$ cat config.mk
export PLATFORM = sky130hd
export DESIGN_NAME = rate_burst_encoder
export DESIGN_NICKNAME = d
export VERILOG_FILES = /design/src/rtl/rbe_pkg.sv /design/src/rtl/rbe_rate_norm.sv /design/src/rtl/rbe_const_div.sv /design/src/rtl/rbe_burst_enc.sv /design/src/rtl/rate_burst_encoder.sv
export SDC_FILE = /design/constraint.sdc
export NUM_CORES = 1
export LEC_CHECK = 0
export CORE_MARGIN = 2
export CORE_UTILIZATION = 35
export DETAILED_ROUTE_END_ITERATION = 12
export MAX_ROUTING_LAYER = met4
export SYNTH_ARGS = -nofsm -noshare
export SYNTH_HDL_FRONTEND = slang
export SYNTH_SLANG_ARGS = --single-unit
$ cat constraint.sdc
create_clock -name clk -period 8 [get_ports clk]
set_clock_uncertainty 0.05 [all_clocks]
set_input_delay 1.6 -clock clk [delete_from_list [all_inputs] [get_ports clk]]
set_output_delay 1.6 -clock clk [all_outputs]
set_load 0.01 [all_outputs]
$ cat src/rtl/rbe_pkg.sv
package rbe_pkg;
    typedef enum logic [1:0] {
        ST_IDLE,
        ST_NORM,
        ST_DIVIDE,
        ST_DONE
    } rbe_state_e;
endpackage

$ cat src/rtl/rbe_rate_norm.sv
module rbe_rate_norm #(
    parameter int RATE_W      = 64,
    parameter int SCALE_SHIFT = 6,
    parameter int EXP_W       = 5,
    parameter int DIV_W       = 5,
    parameter int EXP_MAX     = 22,
    parameter int unsigned LOW_MARK  = 256_000_000,
    parameter int unsigned HIGH_MARK = 512_000_000,
    localparam int SCL_W = RATE_W + SCALE_SHIFT
) (
    input  logic              clk,
    input  logic              rst_n,
    input  logic              load,
    input  logic              active,
    input  logic [RATE_W-1:0] rate_in,
    output logic [SCL_W-1:0]  scaled,
    output logic [DIV_W-1:0]  div_cnt,
    output logic [EXP_W-1:0]  exp_cnt,
    output logic              settled
);
    localparam logic [SCL_W-1:0] LOW_V  = SCL_W'(LOW_MARK);
    localparam logic [SCL_W-1:0] HIGH_V = SCL_W'(HIGH_MARK);
    localparam logic [DIV_W-1:0] DIV_LIM = '1;
    localparam logic [EXP_W-1:0] EXP_LIM = EXP_W'(EXP_MAX);

    logic grow, shrink;

    always_comb begin
        grow    = (scaled < LOW_V) && (div_cnt != DIV_LIM);
        shrink  = (scaled >= HIGH_V) && (exp_cnt <= EXP_LIM);
        settled = !grow && !shrink;
    end

    always_ff @(posedge clk) begin
        if (!rst_n) begin
            scaled  <= '0;
            div_cnt <= '0;
            exp_cnt <= '0;
        end else if (load) begin
            scaled  <= SCL_W'(rate_in) << SCALE_SHIFT;
            div_cnt <= '0;
            exp_cnt <= '0;
        end else if (active && grow) begin
            scaled  <= scaled << 1;
            div_cnt <= div_cnt + 1'b1;
        end else if (active && shrink) begin
            scaled  <= scaled >> 1;
            exp_cnt <= exp_cnt + 1'b1;
        end
    end
endmodule

$ cat src/rtl/rbe_const_div.sv
module rbe_const_div #(
    parameter int unsigned DIVISOR = 1_000_000,
    parameter int D_W   = 29,
    parameter int Q_W   = 8,
    localparam int CNT_W = $clog2(Q_W + 1)
) (
    input  logic           clk,
    input  logic           rst_n,
    input  logic           load,
    input  logic [D_W-1:0] dividend,
    output logic [Q_W-1:0] quotient,
    output logic           ready
);
    localparam logic [D_W-1:0] DIV_V = D_W'(DIVISOR);

    logic [D_W-1:0]   rem;
    logic [CNT_W-1:0] cnt;
    logic [D_W-1:0]   trial;
    logic             fits;

    always_comb begin
        trial = DIV_V << (cnt - 1'b1);
        fits  = (rem >= trial);
        ready = (cnt == '0);
    end

    always_ff @(posedge clk) begin
        if (!rst_n) begin
            rem      <= '0;
            cnt      <= '0;
            quotient <= '0;
        end else if (load) begin
            rem      <= dividend;
            cnt      <= CNT_W'(Q_W);
            quotient <= '0;
        end else if (!ready) begin
            if (fits) rem <= rem - trial;
            quotient <= {quotient[Q_W-2:0], fits};
            cnt      <= cnt - 1'b1;
        end
    end
endmodule

$ cat src/rtl/rbe_burst_enc.sv
module rbe_burst_enc #(
    parameter int BURST_W = 32,
    parameter int MANT_W  = 8,
    parameter int EXP_MAX = 22,
    localparam int BE_W   = $clog2(BURST_W)
) (
    input  logic [BURST_W-1:0] burst,
    output logic [MANT_W-1:0]  mant,
    output logic [BE_W-1:0]    expo
);
    localparam logic [BURST_W-1:0] FLOOR_V  = BURST_W'(1) << MANT_W;
    localparam logic [BURST_W-1:0] MANT_TOP = BURST_W'((1 << MANT_W) - 1);
    localparam logic [BE_W-1:0]    EXP_LIM  = BE_W'(EXP_MAX);

    logic [BE_W-1:0]    msb;
    logic [BE_W-1:0]    eclamp;
    logic [BURST_W-1:0] rest;
    logic [BURST_W-1:0] shifted;

    always_comb begin
        msb = '0;
        for (int i = 0; i < BURST_W; i++) begin
            if (burst[i]) msb = BE_W'(i);
        end
        eclamp  = (msb > EXP_LIM) ? EXP_LIM : msb;
        rest    = burst & ~(BURST_W'(1) << msb);
        shifted = rest >> (eclamp - BE_W'(MANT_W));
        if (burst < FLOOR_V) begin
            mant = '0;
            expo = msb;
        end else begin
            mant = (shifted > MANT_TOP) ? '1 : shifted[MANT_W-1:0];
            expo = eclamp;
        end
    end
endmodule

$ cat src/rtl/rate_burst_encoder.sv
module rate_burst_encoder
    import rbe_pkg::*;
#(
    parameter int RATE_W      = 64,
    parameter int BURST_W     = 32,
    parameter int MANT_W      = 8,
    parameter int EXP_W       = 5,
    parameter int DIV_W       = 5,
    parameter int EXP_MAX     = 22,
    parameter int SCALE_SHIFT = 6,
    parameter int unsigned LOW_MARK  = 256_000_000,
    parameter int unsigned HIGH_MARK = 512_000_000,
    parameter int unsigned STEP      = 1_000_000,
    localparam int BE_W = $clog2(BURST_W)
) (
    input  logic               clk,
    input  logic               rst_n,
    input  logic               start,
    input  logic [RATE_W-1:0]  rate,
    input  logic [BURST_W-1:0] burst,
    output logic               done,
    output logic [MANT_W-1:0]  rate_mant,
    output logic [EXP_W-1:0]   rate_exp,
    output logic [DIV_W-1:0]   rate_div,
    output logic [MANT_W-1:0]  burst_mant,
    output logic [BE_W-1:0]    burst_exp
);
    localparam int SCL_W = RATE_W + SCALE_SHIFT;
    localparam int D_W   = $clog2(LOW_MARK) + 1;
    localparam logic [SCL_W-1:0] LOW_V  = SCL_W'(LOW_MARK);
    localparam logic [SCL_W-1:0] HIGH_V = SCL_W'(HIGH_MARK);
    localparam logic [EXP_W-1:0] EXP_LIM = EXP_W'(EXP_MAX);

    rbe_state_e state, state_nxt;

    logic [SCL_W-1:0]   scaled;
    logic [DIV_W-1:0]   div_cnt;
    logic [EXP_W-1:0]   exp_cnt;
    logic               settled;
    logic [D_W-1:0]     diff;
    logic [MANT_W-1:0]  quotient;
    logic               div_ready;
    logic               sat_q;
    logic [BURST_W-1:0] burst_q;
    logic [MANT_W-1:0]  b_mant;
    logic [BE_W-1:0]    b_exp;
    logic               accept, to_divide, capture;

    always_comb begin
        accept    = (state == ST_IDLE) && start;
        to_divide = (state == ST_NORM) && settled;
        capture   = (state == ST_DIVIDE) && div_ready;
        diff      = (scaled >= LOW_V) ? D_W'(scaled - LOW_V) : '0;
        done      = (state == ST_DONE);
    end

    rbe_rate_norm #(
        .RATE_W(RATE_W), .SCALE_SHIFT(SCALE_SHIFT), .EXP_W(EXP_W),
        .DIV_W(DIV_W), .EXP_MAX(EXP_MAX),
        .LOW_MARK(LOW_MARK), .HIGH_MARK(HIGH_MARK)
    ) u_norm (
        .clk(clk), .rst_n(rst_n), .load(accept),
        .active(state == ST_NORM), .rate_in(rate),
        .scaled(scaled), .div_cnt(div_cnt), .exp_cnt(exp_cnt),
        .settled(settled)
    );

    rbe_const_div #(
        .DIVISOR(STEP), .D_W(D_W), .Q_W(MANT_W)
    ) u_div (
        .clk(clk), .rst_n(rst_n), .load(to_divide),
        .dividend(diff), .quotient(quotient), .ready(div_ready)
    );

    rbe_burst_enc #(
        .BURST_W(BURST_W), .MANT_W(MANT_W), .EXP_MAX(EXP_MAX)
    ) u_burst (
        .burst(burst_q), .mant(b_mant), .expo(b_exp)
    );

    // state register
    always_ff @(posedge clk) begin
        if (!rst_n) state <= ST_IDLE;
        else        state <= state_nxt;
    end

    always_comb begin
        state_nxt = state;
        unique case (state)
            ST_IDLE:   if (start)     state_nxt = ST_NORM;
            ST_NORM:   if (settled)   state_nxt = ST_DIVIDE;
            ST_DIVIDE: if (div_ready) state_nxt = ST_DONE;
            ST_DONE:                  state_nxt = ST_IDLE;
            default:                  state_nxt = ST_IDLE;
        endcase
    end

    // output and capture registers
    always_ff @(posedge clk) begin
        if (!rst_n) begin
            burst_q    <= '0;
            sat_q      <= 1'b0;
            rate_mant  <= '0;
            rate_exp   <= '0;
            rate_div   <= '0;
            burst_mant <= '0;
            burst_exp  <= '0;
        end else begin
            if (accept)    burst_q <= burst;
            if (to_divide) sat_q   <= (scaled >= HIGH_V);
            if (capture) begin
                rate_mant  <= sat_q ? '1 : quotient;
                rate_exp   <= (exp_cnt > EXP_LIM) ? EXP_LIM : exp_cnt;
                rate_div   <= div_cnt;
                burst_mant <= b_mant;
                burst_exp  <= b_exp;
            end
        end
    end
endmodule

After elaboration in Yosys (flattened, before gate mapping)
Index checks and enable logic that the tools add are counted.
{"block": "totals", "input_bits": 99, "regBits": 187, "mem_bits_ro": 0, "mem_bits_rw": 0, "out_inout_bits": 32, "mem_count": 0, "wordCells": 118, "latch_bits": 0}
{"block": "op_classes", "n_addsub": 6, "magnitude_cmp": 9, "reduce_logical": 21, "div_mod_pow": 0, "shift": 3, "n_bitwise": 4, "mux": 50, "eq_ne": 8, "n_mul": 0}
{"operator": "70-bit 2-to-1 mux", "count": 3}
{"operator": "29-bit 2-to-1 mux", "count": 4}
{"operator": "5-bit 2-to-1 mux", "count": 19}
{"operator": "70-bit by 28-bit >= comparator with 1-bit output (second input constant)", "count": 1}
{"operator": "70-bit by 29-bit >= comparator with 1-bit output (second input constant)", "count": 1}
{"operator": "70-bit by 28-bit < comparator with 1-bit output (second input constant)", "count": 1}
{"operator": "4-bit 2-to-1 mux", "count": 10}
{"operator": "32-bit AND", "count": 1}
{"operator": "32-bit by 8-bit > comparator with 1-bit output (second input constant)", "count": 1}
{"operator": "32-bit by 9-bit < comparator with 1-bit output (second input constant)", "count": 1}
{"operator": "32-bit inverter", "count": 1}
{"operator": "1-bit by 5-bit << shifter with 32-bit output (first input constant)", "count": 1}
{"operator": "32-bit by 5-bit >> shifter with 32-bit output", "count": 1}
{"operator": "29-bit >= comparator", "count": 1}
{"operator": "20-bit by 4-bit << shifter with 29-bit output (first input constant)", "count": 1}
{"operator": "29-bit by 28-bit subtractor with 29-bit output (second input constant)", "count": 1}
{"operator": "29-bit subtractor", "count": 1}
{"operator": "8-bit 2-to-1 mux", "count": 3}
{"operator": "3-bit 2-to-1 mux", "count": 4}
{"operator": "5-bit by 1-bit adder with 5-bit output (second input constant)", "count": 2}
{"operator": "5-bit > comparator (second input constant)", "count": 2}
{"operator": "2-bit 2-to-1 mux", "count": 5}
{"operator": "1-bit logical AND", "count": 8}
{"operator": "2-bit case mux with 4 select lines", "count": 1}
{"operator": "other kinds (19)", "count": 27}

Depth between registers and ports, before layout
Gate-level depths: netlist of run 1.
{"block": "logic_depth", "ltp_word": 38, "ltp_mapped": 19, "ltp_nobuf": 17}

Cells and area by module
From an unflattened synthesis of run 1, not the netlist that was laid out.
{"block": "unflattened", "hier_cells": 1464, "hier_area_um2": 12024.0}
{"mod": "rbe_rate_norm", "n_inst": 1, "area_per_inst_um2": 3767.4, "cells_per_inst": 387}
{"mod": "rbe_const_div", "n_inst": 1, "area_per_inst_um2": 3334.4, "cells_per_inst": 416}
{"mod": "rate_burst_encoder", "n_inst": 1, "area_per_inst_um2": 3271.9, "cells_per_inst": 413}
{"mod": "rbe_burst_enc", "n_inst": 1, "area_per_inst_um2": 1650.3, "cells_per_inst": 248}

Least setup slack after synthesis of run 1
Ideal clock, no wire load.
{"block": "synth_timing", "path_kind": "register to register", "start": "register u_div.cnt[0]", "end": "register u_div.rem[28]", "setup_slack_ps": 3709, "path_stages_with_launch": 19, "arrival_ps": 4117, "path_cell_list": "dfxtp_1 -> inv_1 -> ha_1 -> ha_1 -> clkbuf_1 -> mux2_2 -> and3b_1 -> o32ai_1 -> ha_1 -> a21o_1 -> a21oi_1 -> o21a_1 -> a41oi_1 -> o31a_1 -> a21oi_1 -> o21bai_1 -> a2111o_1 -> a211oi_1 -> nor3_1"}
{"block": "synth_via", "elab_chain_cells": 6, "elab_cells_between_ends": 11}
{"item": "start: declaration", "line": "rbe_const_div.sv:17", "source": "logic [CNT_W-1:0] cnt;"}
{"item": "start signal: assignment", "line": "rbe_const_div.sv:34", "source": "cnt <= CNT_W'(Q_W);"}
{"item": "start signal: assignment", "line": "rbe_const_div.sv:39", "source": "cnt <= cnt - 1'b1;"}
{"item": "4-bit by 1-bit subtractor with 4-bit output", "line": "rbe_const_div.sv:22", "source": "trial = DIV_V << (cnt - 1'b1);"}
{"item": "20-bit by 4-bit << shifter with 29-bit output", "line": "rbe_const_div.sv:22"}
{"item": "29-bit subtractor", "line": "rbe_const_div.sv:37", "source": "if (fits) rem <= rem - trial;"}
{"item": "29-bit 2-to-1 mux", "line": "rbe_const_div.sv:37"}
{"item": "29-bit 2-to-1 mux", "line": "rbe_const_div.sv:36", "source": "end else if (!ready) begin"}
{"item": "29-bit 2-to-1 mux", "line": "rbe_const_div.sv:32", "source": "end else if (load) begin"}
{"item": "end signal: assignment", "line": "rbe_const_div.sv:33", "source": "rem <= dividend;"}
{"item": "end signal: assignment", "line": "rbe_const_div.sv:37"}
{"item": "end: declaration", "line": "rbe_const_div.sv:16", "source": "logic [D_W-1:0] rem;"}
Parallel ways exist; a longest one is shown, timed or not. The select of a mux whose other input is x is not followed.
A chain may end at the register's enable or synchronous reset.

Final worst setup path of run 1
{"block": "layout_timing", "start": "register u_div.cnt[0]", "end": "register u_div.rem[24]"}
The elaborated chain is that of the path after synthesis.

==> flow_summary.ini, run 1 <==
[outcome]
status = finished clean

[route]
via_per_inst = 5.619
vias = 10283
wl_per_cell_um = 17.05
finalWirelength_um = 31200
first_pass_iters = 5
ant_nets = 0
drt_iter0_markers = 924
drc_errors = 0

[setup_path]
worstRegToRegCells = 16
required_ns = 8.23
crit_type = reg -> reg
worstPathMaxFanout = 44
r2r-start = u_div.cnt[0]
end_kind = register
r2r_slack_ns = 2.47
cp.arrival_ns = 5.76
reg2reg_to = u_div.rem[24]
startpoint_type = register

[place]
dp_hpwl_um = 22020
gp_congestion = 0.9121
place_ws_ns = 2.586
io_buffers = 130

[logic_synthesis]
yosys.area_share.simple_pct = 21.33
syn_avg_cell_area_sq_um = 7.862
synthDistinctLibCells = 79
synth_area_sq_mm = 0.01082
async_flop_share_pct = 0
synth_compound_area_share_pct = 24.57
synth-xor-area-share_pct = 3.158
synth_mux_area_share_pct = 6.361
synth_cells = 1376
yosys_warnings = 0
synthesis.nets = 1515
ys_seq_area_share_pct = 34.61
synth_top_flop_cell = dfxtp_1
synth_edf_count = 0
synth_fa_ha_area_share_pct = 4.731
synth_seq_cells = 187
synth_top_family_by_area = compound AO/OA/AOI/OAI gates

[die]
die_x_um = 179.8
start_util_pct = 35.46
die_y_um = 179.8
core_region_area_sq_mm = 0.03051
fp-row-count = 64
io_pins = 131
die_area_sq_mm = 0.03233

[clocking]
cts_buffers = 17
cts_tree = built
clock_latency_ns = 0.44
htreeDepth = 4
cts_setup_buffers = 0
cts_sinks = 187
cts-root-buf = clkbuf_16
clk_pin_slew_worst_paths_ns = 0.07
cts-hold-fix-buffers = 0
cts_resized = 0
cts.path.max_buffers = 2

[finish]
drive_gt1_share_pct = 5.718
area_delta_synth_final_pct = 18.66
n_antenna_cell = 0
final_cell_mix = nand2_1, dfxtp_1, a21oi_1, nor2_1, clkdlybuf4s50_1
final_common_cell = nand2_1
fillers = 3097
fin_nets = 1560

[sta]
setup_viol = 0
final_hold_viol_count = 0
relSlewSlack_pct = 25.32
worst_slack_ns = 2.471
period_share_pct = 69.11
worst_slew_pin_slew_ns = 1.120
clock.fmax_mhz = 180.9
setup-tns-final_ns = 0
holdWs_ns = 0.4056
rsz0062_at_grt = no
drv_slew = 0
period_minus_slack_ns = 5.529

[global_route]
grt_use_total_pct = 19.43
grt-ovfl-total = 0
grt_max_degree = 107
grt_pass1_vias = 9531
antenna_found_initial = 0
grt_first_pass_wirelength_um = 50720

[power_and_ir_drop]
leakage_uw = 0.004495
peakVddDrop_v = 0.0001708
total_power_uw = 5426
power_density_mw_per_mm2 = 422.7

[worst_hold_path]
hold_path_startpoint = u_div.rem[1]
holdPathEnd = u_div.rem[1]
hold_path_class = reg -> reg
min_path_cells = 2

[flow_run]
cap_viol_max_count = 0
[cell usage after synthesis, types with 23 or more instances]
cell type  number  share of area [%]
nand2_1       195                6.8
dfxtp_1       187                 35
nor2_1        138                4.8
a21oi_1       137                6.3
clkbuf_1       82                2.8
o21ai_0        64                3.0
a211oi_1       57                4.0
mux2i_1        53                4.9
ha_1           40                4.6
nor3_1         38                1.8
nand3_1        29                1.3
nor4_1         27                1.6
buf_2          25                1.2
inv_1          23               0.80
[state kept, by name (all words and copies together) (netlist names), 2 cells and up]
name / flops
rate_exp: 5
burst_mant: 8
u_div.cnt: 4
u_div.rem: 29
rate_div: 5
u_norm.div_cnt: 5
u_norm.scaled: 70
u_norm.exp_cnt: 5
rate_mant: 8
state: 2
u_div.quotient: 8
burst_exp: 5
burst_q: 32
[final cells by class]
cell class              instances  area, sq um  area share, %
flip-flops and latches        187         3744          29.16
clock inverters                12        148.9          1.160
inverters                      23        87.58         0.6823
well taps                     396        495.5          3.860
repair buffers                141         1384          10.78
clock buffers                  20        446.7          3.480
multi-input cells            1051         6530          50.87
[how the worst max path moves through the flow]
stage / startpoint / to / slack, ns / depth (start not counted)
global placement: u_div.cnt[0] / u_div.rem[27] / 2.79 / 17
floorplan: u_div.cnt[0] / u_div.rem[28] / 3.71 / 18
global route: u_div.cnt[0] / u_div.rem[26] / 2.00 / 16
CTS: u_div.cnt[0] / u_div.rem[24] / 2.52 / 17
finish: u_div.cnt[0] / u_div.rem[24] / 2.47 / 16
detailed placement: u_div.cnt[0] / u_div.rem[24] / 2.59 / 16
[cell families after synthesis]
group / Yosys count
AO/OA/AOI/OAI: 406
adder cells (fa/ha/maj): 41
flip-flops: 187
buffers and inverters: 138
XOR/XNOR: 39
multiplexers: 65
AND/OR/NAND/NOR: 500
[report_power, final]
| group | total (uW) | internal, uW | switching (uW) | leakage [uW] |
|---|---|---|---|---|
| combinational | 3110 | 1290 | 1830 | 0.00268 |
| sequential | 1440 | 1160 | 281 | 0.00153 |
| clock | 873 | 455 | 418 | 0.000291 |
[through the flow]
step	cells	util, %	area [sq um]
6_report	1830	42.07	12840
5_1_grt	1830	42.07	12840
4_1_cts	1830	42.07	12840
3_5_place_dp	1798	40.12	12240
3_3_place_gp	1798	40.12	12240
2_1_floorplan	1376	-	10820
[layer usage]
| layer | share of wire, % | global-route usage (%) |
|---|---|---|
| met2 | 45 | 29.29 |
| met5 | 0 | - |
| met3 | 4.3 | 2.694 |
| met1 | 49 | 27.45 |
| met4 | 1.3 | 4.585 |
[critical path: stages, from the launching register on]
cell and delay [ns]:
dfxtp_1 0.50, inv_1 0.16, ha_1 0.35, ha_1 0.94
mux2_2 0.44, and3b_1 0.17, o32ai_1 0.12, ha_1 0.35
a21o_1 0.21, a21oi_1 0.19, a41oi_1 0.23, o31a_1 0.35
o211ai_1 0.24, a21o_1 0.19, nand2_2 0.43, o21ai_0 0.36
a21oi_1 0.07
No activity file was read; power rests on OpenSTA's default activity.
==> run 2, diff against run 1 <==
- clock period: 8 -> 5.1 ns (I/O delays scaled with it)
==> run 2 against run 1 <==
Sequential power is 57% higher. Via count down 1.0%. Non-clock buffer count increased by 3. Largest cell class unchanged. Power is 57% higher. Register-to-register slack worse by 2.0 ns. Largest power group unchanged. Critical path type unchanged. Sequential share of layout area is 0.10 points lower. Fmax grew 19%. Core utilization is 0.16 points higher. Highest routed layer unchanged. Worst hold slack lost 0.0014 ns. Worst setup slack lost 2.0 ns.
==> flow_summary.ini, run 2 (synthesis gave the netlist of run 1 again) <==
[outcome]
status = finished clean

[power_and_ir_drop]
power_density_mw_per_mm2 = 660.8
seqPwrFrac_pct = 26.5
p_sw_uw = 3985
intPower_uw = 4529
p_sw_share_pct = 46.80
p_clk_share_pct = 15.7
leakage_uw = 0.004516
peakVddDrop_v = 0.0003415
combPwrFrac_pct = 57.8

[route]
wl_met3_um = 1369
ant_nets = 0
wl_per_cell_um = 17.07
finalWirelength_um = 31280
drt_iter0_markers = 870
met1Wirelength_um = 15580
vias = 10178
drc_errors = 0
wl_met2_um = 13790
first_pass_iters = 6
topRoutingLayerUsed = met4
via_per_inst = 5.553

[die]
die_y_um = 179.8
die_x_um = 179.8
die_area_sq_mm = 0.03233
start_util_pct = 35.46
core_region_area_sq_mm = 0.03051
fp-row-count = 64
io_pins = 131

[clocking]
cts_buffers = 17
clk_pin_slew_worst_paths_ns = 0.08
cts-hold-fix-buffers = 0
cts_setup_buffers = 0
clock_latency_ns = 0.44
cts_resized = 0
htreeDepth = 4
cts.path.max_buffers = 2
cts_tree = built
cts_sinks = 187
cts-root-buf = clkbuf_16

[global_route]
grt_pass1_vias = 9529
antenna_found_initial = 0
grt_first_pass_wirelength_um = 51000
grt_use_total_pct = 19.58
grt_max_degree = 96
grt-ovfl-total = 0

[setup_path]
crit_family = compound AO/OA/AOI/OAI gates
crit_type = reg -> reg
slowest_stage = dfxtp_1
cp.arrival_ns = 4.89
end_kind = register
required_ns = 5.37
startpoint_type = register
slowest_delay_ns = 0.46
worst_path_most_repeated_cell = ha_1
worstPathMaxFanout = 27
critical_path.cell_chain = inv_1, ha_1, ha_1, buf_4, nand3_1, ha_1, o21a_1, o211ai_1, a211o_1, a41oi_1, o31a_1, a21oi_1, o21bai_1, a2111o_1, a211oi_1, nor3_1
path_buf_inv = 2

[sta]
worst_slack_ns = 0.4730
period_minus_slack_ns = 4.627
clock.fmax_mhz = 216.1
setup-tns-final_ns = 0
worst_slew_pin_slew_ns = 1.166
final_hold_viol_count = 0
drv_slew = 0
setup_viol = 0
rsz0062_at_grt = no
relSlewSlack_pct = 22.28
period_share_pct = 90.72

[place]
io_buffers = 130
dp_hpwl_um = 22290
place_ws_ns = 0.4154
place_area_sq_mm = 0.01229
gp_congestion = 0.8721

[finish]
utilization_pct = 42.23
final_cell_mix = nand2_1, dfxtp_1, a21oi_1, nor2_1, clkdlybuf4s50_1
largest_register = u_norm.scaled
fin_nets = 1563
fin_area_sq_mm = 0.01288
drive_gt1_share_pct = 6.193
largest_reg_flops = 70
area_delta_synth_final_pct = 19.11
final_common_cell = nand2_1
largestRegisters = u_norm.scaled: 70 flops, burst_q: 32 flops, u_div.rem: 29 flops
fillers = 3119
n_antenna_cell = 0

[worst_hold_path]
hold_path_class = reg -> reg

[flow_run]
cap_viol_max_count = 0
## run 2: cell types whose count changed in the layout (fill, tap and decap cells not counted), sizes merged
cell / before / now
buf: 11 / 14
bufinv: 1 / 0
clkbuf: 20 / 18
clkinv: 5 / 8
clkinvlp: 0 / 1
inv: 29 / 28
## run 2: path summary, 6_finish.rpt
| path | end | start | cells past startpoint | slack [ns] |
|---|---|---|---|---|
| worst max-delay path | u_div.rem[28] | u_div.cnt[1] | 16 | 0.47 |
| worst max register to register | u_div.rem[28] | u_div.cnt[1] | 16 | 0.47 |
| worst min-delay path | u_div.rem[2] | u_div.rem[2] | 2 | 0.40 |
| worst min register to register | u_div.rem[2] | u_div.rem[2] | 2 | 0.40 |
## run 2: power groups by stage
stage / Combinational [uW] / Clock, uW / Sequential [uW]
floorplan: 3880 / 0 / 2070
global route: 5480 / 1430 / 2310
CTS: 4890 / 1370 / 2250
detailed placement: 4850 / 0 / 2280
global placement: 4850 / 0 / 2280
finish: 4920 / 1340 / 2260
## run 2: layer usage
layer,global-route usage [%],up-vias
met1,27.18,4786
li1,-,5090
met4,5.171,0
met2,29.76,264
met5,-,-
met3,2.816,38
## run 2: per-stage QoR
| step | instances | hold slack (ns) | power (uW) |
|---|---|---|---|
| floorplan | 1376 | 0.3767 | 5953 |
| global placement | 1801 | 0.3905 | 7123 |
| detailed placement | 1801 | 0.3959 | 7135 |
| CTS | 1833 | 0.4056 | 8511 |
| global route | 1833 | 0.4240 | 9221 |
| finish | 1833 | 0.4042 | 8514 |
## run 2: tightest hold or removal path, delay by kind of cell (launching register included)
family / cells / cell delay, ns
compound gates: 1 / 0.05
flops: 1 / 0.31
simple gates: 1 / 0.05
## run 2: area by class of cell
cell class	instances	area [sq um]	area share (%)
Tap cell	396	495.5	3.845
Clock inverter	14	151.4	1.175
Clock buffer	18	439.2	3.408
Timing Repair Buffer	144	1431	11.11
Sequential cell	187	3745	29.06
Inverter	23	87.58	0.6797
Multi-Input combinational cell	1051	6535	50.72
==> run 3, diff against run 2 <==
- SLEW_MARGIN: unset -> 10
==> results of run 3 <==
The final DEF is identical to that of run 2; final timing and power are the same.
